File: config.mk
export PLATFORM = sky130hd
export DESIGN_NAME = mem_burst_seq
export DESIGN_NICKNAME = d
export VERILOG_FILES = /design/src/rtl/mbs_pkg.sv /design/src/rtl/mbs_len_calc.sv /design/src/rtl/mbs_rd_credit.sv /design/src/rtl/mem_burst_seq.sv
export SDC_FILE = /design/constraint.sdc
export NUM_CORES = 1
export LEC_CHECK = 0
export BUFFER_PORTS_ARGS = -buffer_cell sky130_fd_sc_hd__buf_2
export CAP_MARGIN = 20
export CORE_ASPECT_RATIO = 1.2
export CORE_MARGIN = 2
export CORE_UTILIZATION = 30
export CTS_CLUSTER_SIZE = 28
export DETAILED_ROUTE_END_ITERATION = 6
export PLACE_DENSITY = 0.58
export SYNTH_ARGS = -nofsm -noshare
export SYNTH_HDL_FRONTEND = slang
export SYNTH_HIERARCHICAL = 1
export SYNTH_SLANG_ARGS = --single-unit
File: constraint.sdc
create_clock -name clk -period 5.3 [get_ports clk]
set_input_delay 0.53 -clock clk [delete_from_list [all_inputs] [get_ports clk]]
set_output_delay 0.53 -clock clk [all_outputs]
set_load 0.1 [all_outputs]
File: src/rtl/mbs_pkg.sv
package mbs_pkg;

    typedef enum logic [2:0] {
        ST_IDLE,
        ST_WR_HEAD,
        ST_WR_BODY,
        ST_RD_ISSUE,
        ST_RD_HOLD,
        ST_RD_DRAIN
    } mbs_state_t;

endpackage

File: src/rtl/mbs_len_calc.sv
// Burst length for the next burst: the smaller of the cap and the words left.
// CNT_W must be at least LEN_W.
module mbs_len_calc #(
    parameter int CNT_W     = 16,
    parameter int MAX_BURST = 8,
    parameter int LEN_W     = 4
) (
    input  logic [CNT_W-1:0] remain,
    output logic [LEN_W-1:0] len
);
    always_comb begin
        if (remain >= CNT_W'(MAX_BURST)) begin
            len = LEN_W'(MAX_BURST);
        end else begin
            len = remain[LEN_W-1:0];
        end
    end
endmodule

File: src/rtl/mbs_rd_credit.sv
// Counts read words requested but not yet returned and grants room for the next burst.
module mbs_rd_credit #(
    parameter int MAX_BURST = 8,
    parameter int MAX_OUT   = 1,
    parameter int LEN_W     = 4
) (
    input  logic             clk,
    input  logic             rst,
    input  logic             issue,
    input  logic [LEN_W-1:0] issue_len,
    input  logic             ret_valid,
    input  logic [LEN_W-1:0] next_len,
    output logic             room,
    output logic             empty
);
    localparam int LIMIT  = MAX_OUT * MAX_BURST;
    localparam int PEND_W = $clog2(LIMIT + 1);
    localparam int SUM_W  = ((PEND_W > LEN_W) ? PEND_W : LEN_W) + 1;

    logic [PEND_W-1:0] pend_q;
    logic [SUM_W-1:0]  sum;

    always_comb begin
        sum   = SUM_W'(pend_q) + SUM_W'(next_len);
        room  = (sum <= SUM_W'(LIMIT));
        empty = (pend_q == '0);
    end

    always_ff @(posedge clk) begin
        if (rst) begin
            pend_q <= '0;
        end else begin
            pend_q <= pend_q + (issue ? PEND_W'(issue_len) : '0) - (ret_valid ? PEND_W'(1) : '0);
        end
    end
endmodule

File: src/rtl/mem_burst_seq.sv
module mem_burst_seq
    import mbs_pkg::*;
#(
    parameter int ADDR_W    = 24,
    parameter int CNT_W     = 16,
    parameter int DATA_W    = 32,
    parameter int MAX_BURST = 8,
    parameter int MAX_OUT   = 1,
    localparam int LEN_W    = $clog2(MAX_BURST + 1)
) (
    input  logic              clk,
    input  logic              rst,
    input  logic              req_en,
    input  logic              req_write,
    input  logic [ADDR_W-1:0] req_addr,
    input  logic [CNT_W-1:0]  req_count,
    output logic              done,
    input  logic              wr_in_valid,
    input  logic [DATA_W-1:0] wr_in_data,
    output logic              wr_in_ready,
    output logic              rd_out_valid,
    output logic [DATA_W-1:0] rd_out_data,
    input  logic              rd_out_ready,
    output logic [ADDR_W-1:0] mem_addr,
    output logic [LEN_W-1:0]  mem_burst_len,
    output logic              mem_burst_begin,
    output logic              mem_write,
    output logic              mem_read,
    output logic [DATA_W-1:0] mem_wdata,
    input  logic              mem_waitreq,
    input  logic              mem_rdvalid,
    input  logic [DATA_W-1:0] mem_rdata
);

    mbs_state_t        state_q, state_d;
    logic [ADDR_W-1:0] cur_addr_q;
    logic [ADDR_W-1:0] burst_addr_q;
    logic [CNT_W-1:0]  remain_q;
    logic [LEN_W-1:0]  burst_len_q;
    logic [LEN_W-1:0]  beats_q;
    logic [LEN_W-1:0]  next_len;
    logic              credit_room;
    logic              credit_empty;
    logic              start;
    logic              wr_accept;
    logic              rd_accept;
    logic              last_cmd;

    mbs_len_calc #(
        .CNT_W     (CNT_W),
        .MAX_BURST (MAX_BURST),
        .LEN_W     (LEN_W)
    ) u_len (
        .remain (remain_q),
        .len    (next_len)
    );

    mbs_rd_credit #(
        .MAX_BURST (MAX_BURST),
        .MAX_OUT   (MAX_OUT),
        .LEN_W     (LEN_W)
    ) u_credit (
        .clk       (clk),
        .rst       (rst),
        .issue     (rd_accept),
        .issue_len (next_len),
        .ret_valid (mem_rdvalid),
        .next_len  (next_len),
        .room      (credit_room),
        .empty     (credit_empty)
    );

    assign start     = (state_q == ST_IDLE) && req_en && (req_count != '0);
    assign wr_accept = mem_write && !mem_waitreq;
    assign rd_accept = mem_read && !mem_waitreq;
    assign last_cmd  = (remain_q == CNT_W'(next_len));

    // Next-state selection
    always_comb begin
        state_d = state_q;
        unique case (state_q)
            ST_IDLE: begin
                if (start) begin
                    state_d = req_write ? ST_WR_HEAD : ST_RD_ISSUE;
                end
            end
            ST_WR_HEAD: begin
                if (wr_accept) begin
                    if (next_len == LEN_W'(1)) begin
                        state_d = last_cmd ? ST_IDLE : ST_WR_HEAD;
                    end else begin
                        state_d = ST_WR_BODY;
                    end
                end
            end
            ST_WR_BODY: begin
                if (wr_accept && (beats_q == LEN_W'(1))) begin
                    state_d = (remain_q == '0) ? ST_IDLE : ST_WR_HEAD;
                end
            end
            ST_RD_ISSUE: begin
                if (rd_accept) begin
                    state_d = last_cmd ? ST_RD_DRAIN : ST_RD_ISSUE;
                end else if (mem_read) begin
                    state_d = ST_RD_HOLD;
                end
            end
            ST_RD_HOLD: begin
                if (rd_accept) begin
                    state_d = last_cmd ? ST_RD_DRAIN : ST_RD_ISSUE;
                end
            end
            ST_RD_DRAIN: begin
                if (credit_empty) begin
                    state_d = ST_IDLE;
                end
            end
            default: state_d = ST_IDLE;
        endcase
    end

    // State and progress registers
    always_ff @(posedge clk) begin
        if (rst) begin
            state_q      <= ST_IDLE;
            cur_addr_q   <= '0;
            burst_addr_q <= '0;
            remain_q     <= '0;
            burst_len_q  <= '0;
            beats_q      <= '0;
        end else begin
            state_q <= state_d;
            unique case (state_q)
                ST_IDLE: begin
                    if (start) begin
                        cur_addr_q <= req_addr;
                        remain_q   <= req_count;
                    end
                end
                ST_WR_HEAD: begin
                    if (wr_accept) begin
                        burst_addr_q <= cur_addr_q;
                        burst_len_q  <= next_len;
                        cur_addr_q   <= cur_addr_q + ADDR_W'(next_len);
                        remain_q     <= remain_q - CNT_W'(next_len);
                        beats_q      <= next_len - LEN_W'(1);
                    end
                end
                ST_WR_BODY: begin
                    if (wr_accept) begin
                        beats_q <= beats_q - LEN_W'(1);
                    end
                end
                ST_RD_ISSUE, ST_RD_HOLD: begin
                    if (rd_accept) begin
                        cur_addr_q <= cur_addr_q + ADDR_W'(next_len);
                        remain_q   <= remain_q - CNT_W'(next_len);
                    end
                end
                ST_RD_DRAIN: begin
                end
                default: begin
                end
            endcase
        end
    end

    // Outputs
    always_comb begin
        done            = 1'b0;
        wr_in_ready     = 1'b0;
        mem_write       = 1'b0;
        mem_read        = 1'b0;
        mem_burst_begin = 1'b0;
        mem_addr        = cur_addr_q;
        mem_burst_len   = next_len;
        unique case (state_q)
            ST_IDLE: begin
                done = 1'b1;
            end
            ST_WR_HEAD: begin
                mem_write       = wr_in_valid;
                mem_burst_begin = wr_in_valid;
                wr_in_ready     = !mem_waitreq;
            end
            ST_WR_BODY: begin
                mem_write     = wr_in_valid;
                wr_in_ready   = !mem_waitreq;
                mem_addr      = burst_addr_q;
                mem_burst_len = burst_len_q;
            end
            ST_RD_ISSUE: begin
                mem_read        = rd_out_ready && credit_room;
                mem_burst_begin = rd_out_ready && credit_room;
            end
            ST_RD_HOLD: begin
                mem_read        = 1'b1;
                mem_burst_begin = 1'b1;
            end
            ST_RD_DRAIN: begin
            end
            default: begin
            end
        endcase
    end

    assign mem_wdata    = wr_in_data;
    assign rd_out_valid = mem_rdvalid;
    assign rd_out_data  = mem_rdata;

endmodule

==> flow_summary.json <==
{
  "vias": 5493,
  "syn_nets": 944,
  "clock_skew_ns": 0.01124,
  "worstPathRequired_ns": 5.54,
  "post_cts_buffers": 0,
  "portBuffers": 81,
  "hpwl_mm": 11.74,
  "critPathSlowestCell": "or4b_2",
  "status": "completed",
  "final_layout_size_suffix_gt1_share_pct": 16.90,
  "htree_levels": 3,
  "crit_chain": "or4b_2 > nor4_2 > fa_1 > nor2_1 > a21oi_1 > a2111oi_2 > nand2_1 > o21ai_4 > nor2b_1 > nand2_1 > ha_1 > inv_1 > ha_1 > nand3_1 > and3b_1 > mux2_1",
  "worst-path-max-fanout": 9,
  "tns_ns": 0,
  "cts_buffer_depth": 2,
  "critPathArrivalTime_ns": 4.98,
  "hold_viol": 0,
  "cts_hold_buf": 0,
  "synth_area_um2": 5852,
  "placed_area_um2": 5918,
  "worstSetupPathType": "reg2reg",
  "worst_pin_slew_ns": 1.011,
  "clock_sinks": 79,
  "period_share_pct": 89.40,
  "fin_crit_ns": 4.738,
  "yosys-top-cells-area": "dfxtp_1 27%, nand2_1 11%, buf_4 8.5%, a21oi_1 6.4%, ha_1 4.7%",
  "core_um2": 18990,
  "rows": 55,
  "die_w_um": 131.5,
  "grt_first_pass_wirelength_mm": 26.90,
  "clock-root-buffer": "clkbuf_16",
  "clkTransAtPathRegs_ns": 0.06,
  "max_freq_mhz": 211.1,
  "final_antenna_net_count": 0,
  "grt_usage_pct": 16.16,
  "yosys_warnings": 6,
  "holdWs_ns": 0.4434,
  "numCtsBuffers": 9,
  "yosysMostFrequentCell": "nand2_1",
  "wire_per_inst_um": 16.00,
  "synth-seq-cells": 79,
  "synth_commonest_cells": "173 x nand2_1, 79 x dfxtp_1, 75 x a21oi_1, 66 x buf_4, 57 x nor2_1",
  "hold_path_class": "in2reg",
  "postLayoutSetupSlackWorst_ns": 0.5618,
  "ios": 210,
  "die-height_um": 157.0,
  "final-setup-viol-count": 0,
  "finalNonFillerCells": 1056,
  "first_iter_violations": 325,
  "synth_edf_count": 0,
  "rsz0062_at_grt": "no",
  "ir_drop_uv": 269.5,
  "yosysTopAreaCellShare_pct": 27.03,
  "crit_path_start_kind": "flop",
  "p_total_mw": 4.341,
  "yosysUniqueCellTypes": 80,
  "max_cap_viol_count": 0,
  "nets": 932,
  "antenna_found_initial": 1,
  "async_flop_share_pct": 0,
  "ys_seq_area_share_pct": 27.03,
  "gp_congestion": 0.8235,
  "slew_viol_final": 0,
  "die_area_um2": 20640,
  "clkLatencyLatePin_ns": 0.36,
  "power_density_nw_per_um2": 690.4,
  "endpoint_kind": "flop",
  "p_leak_nw": 2.448,
  "cpPeakStageDelay_ns": 0.69,
  "synthCells": 806,
  "avgSynthCellArea_um2": 7.260,
  "drtPass1Iterations": 5,
  "final_design_area_no_fill_um2": 6287,
  "slew_headroom_pct": 32.45,
  "dp_slack_ns": 0.5350,
  "cts.repair.resized": 0,
  "grt_max_degree": 84,
  "vias_per_cell": 5.202,
  "utilization_pct": 33.10,
  "yosys_most_used_dff": "dfxtp_1",
  "grt_pass1_vias": 5223,
  "yosysTopAreaCell": "dfxtp_1",
  "cts_tree": "done",
  "areaGrowthSynthToFinish_pct": 7.441,
  "numPlacedInstances": 1037,
  "drc": 0,
  "routed_wl_mm": 16.90,
  "overflow": 0,
  "start_util_pct": 30.81
}
## worst max-delay path: cells and delay by family (launching register included)
kind	cells	cell delay [ns]
buffers and inverters	1	0.06
adder cells (fa/ha/maj)	3	1.11
AO/OA/AOI/OAI	3	0.68
flip-flops	1	0.38
multiplexers	1	0.28
AND/OR/NAND/NOR	8	2.10
## logic make-up (layout without fill, tap and decap cells)
family / count (synthesis) / after routing / share of synthesized area, %
fa+ha+maj: 26 / 26 / 6.072
compound gates: 201 / 201 / 22.32
other cells: 0 / 1 / 0
flops: 79 / 79 / 27.03
mux: 4 / 4 / 0.7269
buf+inv: 141 / 134 / 14.37
xor+xnor: 8 / 8 / 1.326
simple gates: 347 / 347 / 28.16
## registers in the layout, summed over array words and instances, names as in the netlist
signal           count
cur_addr_q          24
state_q              3
burst_len_q          4
burst_addr_q        24
remain_q            16
u_credit/pend_q      4
beats_q              4
## per-layer routing
metal | routed length [um] | track usage [%] | up-vias
li1 | - | - | 2724
met1 | 7536 | 19.61 | 2596
met2 | 8001 | 27.42 | 128
met3 | 857 | 3.221 | 43
met5 | 10 | 0 | -
met4 | 495 | 7.971 | 2
## layout make-up
class,count,area [um^2]
repair buffers,90,500.5
fillers,2139,12710
well taps,256,320.3
flip-flops and latches,79,1582
clock inverters,5,81.33
diodes,1,2.502
multi-input cells,586,3453
clock buffers,11,242.7
inverters,28,105.1
## where the power goes
part | internal, mW | switching, mW
sequential | 0.746 | 0.237
clock | 0.426 | 0.267
combinational | 0.746 | 1.92
## cell usage in the layout, fill, tap and decap left out, types with 3 or more instances in the layout
master	synthesis	final
fa_1	4	4
o22ai_1	4	4
o32ai_1	4	4
nand2b_1	9	9
a211oi_1	12	12
o21a_1	3	3
o21ai_0	41	39
clkbuf_16	0	9
nand4_1	11	11
buf_2	14	81
ha_1	22	22
or4b_2	3	3
nand2_1	173	173
and2_1	3	3
xnor2_1	4	4
nor4_1	13	11
nor2_1	57	57
dfxtp_1	79	79
or4_1	5	5
and3_1	5	5
a31oi_1	17	17
a21o_1	5	5
nor3_1	15	15
buf_4	66	7
xor2_1	3	3
o21ai_1	3	4
a21oi_1	75	75
nor2b_1	8	8
a22oi_1	6	6
o31a_1	3	3
inv_1	28	28
nand3_1	22	22
## final timing paths
| kind | startpoint | slack (ns) | end | cells after the start |
|---|---|---|---|---|
| hold / removal | req_addr[0] | 0.44 | cur_addr_q[0] | 3 |
| setup reg to reg | remain_q[8] | 0.56 | u_credit/pend_q[3] | 16 |
| hold reg to reg | burst_addr_q[1] | 0.45 | burst_addr_q[1] | 2 |
| setup / recovery | remain_q[8] | 0.56 | u_credit/pend_q[3] | 16 |
No activity file was read; power rests on OpenSTA's default activity.
